**config.mk**
```make
export PLATFORM = sky130hd
export DESIGN_NAME = irq_trap_ctl
export DESIGN_NICKNAME = d
export VERILOG_FILES = /design/src/rtl/irq_trap_pkg.sv /design/src/rtl/irq_pop_gate.sv /design/src/rtl/irq_event_arb.sv /design/src/rtl/irq_trap_ctl.sv
export SDC_FILE = /design/constraint.sdc
export NUM_CORES = 1
export LEC_CHECK = 0
export BUFFER_PORTS_ARGS = -buffer_cell sky130_fd_sc_hd__buf_4
export CAP_MARGIN = 20
export CORE_AREA = 8 8 45 47
export DETAILED_ROUTE_END_ITERATION = 8
export DIE_AREA = 0 0 53 55
export SLEW_MARGIN = 20
export SYNTH_ARGS = -nofsm -noshare
export SYNTH_HDL_FRONTEND = slang
export SYNTH_HIERARCHICAL = 1
export SYNTH_SLANG_ARGS = --single-unit
```
**constraint.sdc**
```tcl
create_clock -name clk -period 2.2 [get_ports clk]
set_input_delay 0.11 -clock clk [delete_from_list [all_inputs] [get_ports clk]]
set_output_delay 0.11 -clock clk [all_outputs]
set_load 0.005 [all_outputs]
```
**src/rtl/irq_trap_pkg.sv**
```systemverilog
package irq_trap_pkg;
    typedef struct packed {
        logic ie;
        logic tf;
        logic acc;
        logic trap;
    } ctl_state_t;
endpackage

```
**src/rtl/irq_pop_gate.sv**
```systemverilog
module irq_pop_gate #(
    parameter int FLAG_W   = 16,
    parameter int IE_BIT   = 9,
    parameter int TF_BIT   = 8,
    parameter int IOPL_LSB = 12,
    parameter int PRIV_W   = 2
) (
    input  logic              pop_we,
    input  logic [FLAG_W-1:0] pop_data,
    input  logic [PRIV_W-1:0] cur_priv,
    input  logic              ie_cur,
    input  logic              tf_cur,
    output logic              ie_next,
    output logic              tf_next
);
    localparam int IOPL_MSB = IOPL_LSB + PRIV_W - 1;

    logic [PRIV_W-1:0] iopl;
    logic              allowed;

    always_comb begin
        iopl    = pop_data[IOPL_MSB:IOPL_LSB];
        allowed = (cur_priv <= iopl);
        ie_next = ie_cur;
        tf_next = tf_cur;
        if (pop_we) begin
            tf_next = pop_data[TF_BIT];
            if (allowed) begin
                ie_next = pop_data[IE_BIT];
            end
        end
    end
endmodule

```
**src/rtl/irq_event_arb.sv**
```systemverilog
module irq_event_arb #(
    parameter int NUM_BKPT = 4
) (
    input  logic                retire,
    input  logic                ie_cur,
    input  logic                tf_cur,
    input  logic                ext_irq_req,
    input  logic [NUM_BKPT-1:0] bkpt_hit,
    output logic                take_trap,
    output logic                take_irq
);
    logic any_hit;

    always_comb begin
        any_hit = 1'b0;
        for (int i = 0; i < NUM_BKPT; i++) begin
            any_hit = any_hit | bkpt_hit[i];
        end
        take_trap = retire && (tf_cur || any_hit);
        take_irq  = retire && ie_cur && ext_irq_req && !take_trap;
    end
endmodule

```
**src/rtl/irq_trap_ctl.sv**
```systemverilog
module irq_trap_ctl #(
    parameter int FLAG_W   = 16,
    parameter int IE_BIT   = 9,
    parameter int TF_BIT   = 8,
    parameter int IOPL_LSB = 12,
    parameter int PRIV_W   = 2,
    parameter int NUM_BKPT = 4
) (
    input  logic                clk,
    input  logic                rst_n,
    input  logic                ext_irq_req,
    input  logic [PRIV_W-1:0]   cur_priv,
    input  logic                pop_we,
    input  logic [FLAG_W-1:0]   pop_data,
    input  logic                retire,
    input  logic [NUM_BKPT-1:0] bkpt_hit,
    output logic                ie_flag,
    output logic                tf_flag,
    output logic                irq_accept,
    output logic                dbg_trap
);
    import irq_trap_pkg::*;

    ctl_state_t st_d, st_q;
    logic ie_pop, tf_pop, take_trap, take_irq;

    irq_pop_gate #(
        .FLAG_W(FLAG_W), .IE_BIT(IE_BIT), .TF_BIT(TF_BIT),
        .IOPL_LSB(IOPL_LSB), .PRIV_W(PRIV_W)
    ) u_pop (
        .pop_we(pop_we), .pop_data(pop_data), .cur_priv(cur_priv),
        .ie_cur(st_q.ie), .tf_cur(st_q.tf),
        .ie_next(ie_pop), .tf_next(tf_pop)
    );

    irq_event_arb #(.NUM_BKPT(NUM_BKPT)) u_arb (
        .retire(retire), .ie_cur(st_q.ie), .tf_cur(st_q.tf),
        .ext_irq_req(ext_irq_req), .bkpt_hit(bkpt_hit),
        .take_trap(take_trap), .take_irq(take_irq)
    );

    always_comb begin
        st_d      = st_q;
        st_d.ie   = take_irq ? 1'b0 : ie_pop;
        st_d.tf   = tf_pop;
        st_d.acc  = take_irq;
        st_d.trap = take_trap;
    end

    always_ff @(posedge clk) begin
        if (!rst_n) begin
            st_q <= '0;
        end else begin
            st_q <= st_d;
        end
    end

    assign ie_flag    = st_q.ie;
    assign tf_flag    = st_q.tf;
    assign irq_accept = st_q.acc;
    assign dbg_trap   = st_q.trap;
endmodule

```
# Word level (Yosys, flattened, before mapping)
# Index checks and enable logic that the tools add are counted.
# op_classes
addsub,0
multipliers,0
div_mod_pow,0
n_lt_le_gt_ge,1
eq_ne,0
shifts,0
n_mux,0
n_bitwise,4
reduce_logical,8
# op_table
cell,n
1-bit logical AND,4
1-bit OR,3
2-bit <= comparator,1
2-bit AND reduction,1
2-bit OR reduction,1
1-bit logical NOT,1
1-bit logical OR,1
1-bit inverter,1
# word_totals
ff_bits,4
latch_bits,0
ram_bits,0
romBits,0
input_bits,27
memories,0

# Depth between registers and ports, before layout
# logic_depth
ltp_word,8
mapped_depth,6

# Cells and area by module
# The synthesis kept the hierarchy.
# by_module_without_submodules
module,n_inst,cells_per_inst,area_each_um2,seq_area_each_um2
irq_trap_ctl,1,8,111.4,80.1
irq_pop_gate,1,10,77.6,0.0
irq_event_arb,1,4,33.8,0.0

# Worst setup path after synthesis
# No wires, ideal clock.
# synth_path
kind,in2reg
startpoint,in pop_data[13]
endpoint,"reg st_q, in the netlist ie_flag"
setup_ns,0.116
arrival_time_ns,1.130
required_time_ns,2.084
slack_ns,0.954
cell_stages,6
n_path_buf,0
path_cell_list,inv_1 > ha_1 > nor2b_1 > o21ai_1 > mux2_1 > and3b_1
# synth_via
elab_chain_cells,2
# synth_lines
element,line_no,source
from (decl),irq_trap_ctl.sv:14,"input logic [FLAG_W-1:0] pop_data,"
2-bit <= comparator,irq_pop_gate.sv:23,allowed = (cur_priv <= iopl);
2-bit AND reduction (no line),--,
to (signal assigned),irq_trap_ctl.sv:54,st_q <= st_d;
to (decl),irq_trap_ctl.sv:24,"ctl_state_t st_d, st_q;"
# No other way between the ends.
# A chain may end at the register's enable or synchronous reset.

# Final worst setup path
# layout_path
startpoint,"reg st_q, in the netlist tf_flag"
endpoint,"reg st_q, in the netlist ie_flag"
# layout_via
elab_chain_cells,5
# layout_lines
element,line_no,source
1-bit logical OR,irq_event_arb.sv:19,take_trap = retire && (tf_cur || any_hit);
1-bit logical AND,irq_event_arb.sv:19,
1-bit logical NOT,irq_event_arb.sv:20,take_irq = retire && ie_cur && ext_irq_req && !take_trap;
1-bit logical AND,irq_event_arb.sv:20,
named net take_irq,irq_trap_ctl.sv:25,"logic ie_pop, tf_pop, take_trap, take_irq;"
2-bit OR reduction (no line),--,
# The timed path passes the listed nets, and every way through them passes these cells.

==> flow_summary.yaml <==
pwr:
  clockPowerShare_pct: 41.4
  p_comb_share_pct: 21.0
  power.density_mw_per_mm2: 522
  switching_share_pct: 19.6
  irDropWorstVdd_mv: 0.210
  switching_power_uw: 40.9
  p_seq_share_pct: 37.6
  p_int_uw: 168
  p_leak_nw: 0.202
critical_path:
  r2r_setup_slack_ps: 960
  cp_max_fo: 3
  rr_worst_depth: 3
  crit_type: "flop to flop"
  cpPeakStageDelay_ps: 430
  cp.arrival_ps: 1360
  end_kind: "flop"
  startpoint_type: "flop"
  cp.depth: 3
  crit_family: "simple AND/OR/NAND/NOR gates"
  crit_buf_inv: 0
  crit_path_cell_trace: "or4_4, nor3_2, and3b_1"
  cp.required_ps: 2320
  slowest_stage: "or4_4"
global_route:
  grt_pass1_wl_microns: 986
  grt_remaining_overflow: 0
  track_usage_pct: 4.97
  grt_max_degree: 5
  grt_pass1_vias: 250
  antenna_found_initial: 0
cells_and_area:
  multi_input_area_sq_um: 135
  mostFrequentLayoutCells: "buf_4 (18), dfxtp_1 (4), and2_2 (3), clkbuf_4 (3)"
  fillerInstances: 157
  areaGrowthSynthToFinish_pct: 79.8
  final_nets: 74
  final_common_cell: "buf_4"
  regArea_sq_um: 80.1
  antenna_cells: 0
  drive_gt1_share_pct: 62.8
floorplanning:
  die_w_microns: 53
  die_area_sq_mm: 0.00292
  num_rows: 14
  initial_core_util_pct: 16.1
  core_sq_mm: 0.00138
  die_h_microns: 55
  io_pins: 31
sta:
  hold_violations: 0
  fin_worst_skew_ps: 0.758
  setup_ws_ps: 964
  grt_setup_unrepaired: "no"
  fin_crit_sh_pct: 56.2
  layout_min_cycle_time_ps: 1240
  setup_tns_ps: 0
  finalSetupViolCount: 0
  fmax_mhz: 809
  slew_headroom_pct: 89.4
  drv_slew: 0
  worst_pin_slew_ps: 159
run_status:
  outcome: "complete, no violations"
placed_design:
  dp_hpwl_microns: 584
  port_buffers: 18
  place_congestion: 0.640
  dp_slack_ps: 771
synthesis:
  avgSynthCellArea_sq_um: 10.1
  synth_nets: 51
  synthCells: 22
  mappedNetlistArea_sq_um: 223
  ys_ff_latch: 4
  seq_area_frac_synth_pct: 36.0
  ys_types: 14
  yosysWarnings: 6
clock_network:
  clk_latency_ps: 230
  cts_buffers: 3
  cts_hold_buf: 0
  cts_setup_buffers: 0
  ctsResizeCount: 0
  clk_path_buf_depth: 2
  clk_pin_slew_worst_paths_ps: 30
  cts_tree: "done"
  h-tree-depth: 1
  cts_root_buf: "clkbuf_4"
  cts_sinks: 4
detailed_routing:
  routed_via_density: 3.97
  postRouteAntennaNets: 0
  drt_iter0_markers: 0
  wl_per_cell_microns: 10.6
  drtPass1Iterations: 1
  wl_microns: 628
  drc: 0
  dr_total_vias: 234
min_path:
  holdPathStages: 2
  hold_class: "input port to flop"
job:
  drv_cap: 0
[per-stage QoR]
stage | hold slack (ps) | util [%] | instance area, sq um | cells | power, mW
finish | 117 | 28.9 | 400 | 59 | 0.209
global route | 121 | 28.9 | 400 | 59 | 0.223
CTS | 113 | 28.9 | 400 | 59 | 0.214
detailed placement | 351 | 27.3 | 378 | 56 | 0.125
global placement | 352 | 27.3 | 378 | 56 | 0.124
floorplan | 246 | - | 223 | 22 | 0.0956
[cell type report]
| class | count | share of cell area [%] |
|---|---|---|
| Clock buffer | 3 | 5.62 |
| Inverter | 2 | 1.88 |
| Multi-Input combinational cell | 16 | 33.8 |
| Sequential cell | 4 | 20.0 |
| Tap cell | 16 | 5.00 |
| Timing Repair Buffer | 18 | 33.8 |
[routing by layer]
layer | vias to the layer above | global-route usage [%] | share of wire [%]
li1 | 119 | - | -
met5 | - | 0 | 0
met1 | 102 | 4.10 | 31
met3 | 2 | 4.28 | 16
met2 | 11 | 7.62 | 51
met4 | 0 | 3.88 | 1.3
[final timing paths]
path,startpoint,endpoint
worst max-delay path,tf_flag$_SDFF_PN0_,ie_flag$_SDFF_PP0_
worst min-delay path,rst_n,tf_flag$_SDFF_PN0_
worst max register to register,tf_flag$_SDFF_PN0_,ie_flag$_SDFF_PP0_
worst min register to register,ie_flag$_SDFF_PP0_,irq_accept$_SDFF_PN0_
[power groups by stage]
stage	sequential (mW)	combinational, mW	clock, mW
3_3_place_gp	0.0799	0.0441	0
2_1_floorplan	0.0799	0.0157	0
3_5_place_dp	0.0798	0.0450	0
6_report	0.0786	0.0439	0.0864
5_1_grt	0.0791	0.0495	0.0941
4_1_cts	0.0787	0.0451	0.0904
[synthesized netlist by cell type]
cell type,n,area share [%]
nand2b_1,1,2.8
inv_1,2,3.4
ha_1,2,11
nor2b_1,1,2.8
and2_2,3,10
mux2_2,1,5.1
nor3_2,1,4.5
o21ai_1,1,2.2
dfxtp_1,4,36
nand3_1,2,4.5
and3b_1,1,3.9
o21a_1,1,3.4
mux2_1,1,5.1
or4_4,1,5.1
[cells by family (layout without fill, tap and decap cells)]
logic type	after synthesis	in the layout	share of synthesized area (%)
AO/OA/AOI/OAI	2	2	5.62
AND/OR/NAND/NOR	10	10	33.7
buffers and inverters	2	23	3.37
flip-flops	4	4	36.0
multiplexers	2	2	10.1
adder cells (fa/ha/maj)	2	2	11.2
[flip-flops by register name, indices dropped and copies added, names as in the netlist]
name and count:
ie_flag 1, tf_flag 1, irq_accept 1, dbg_trap 1
Power figures use the tool's default switching activity.
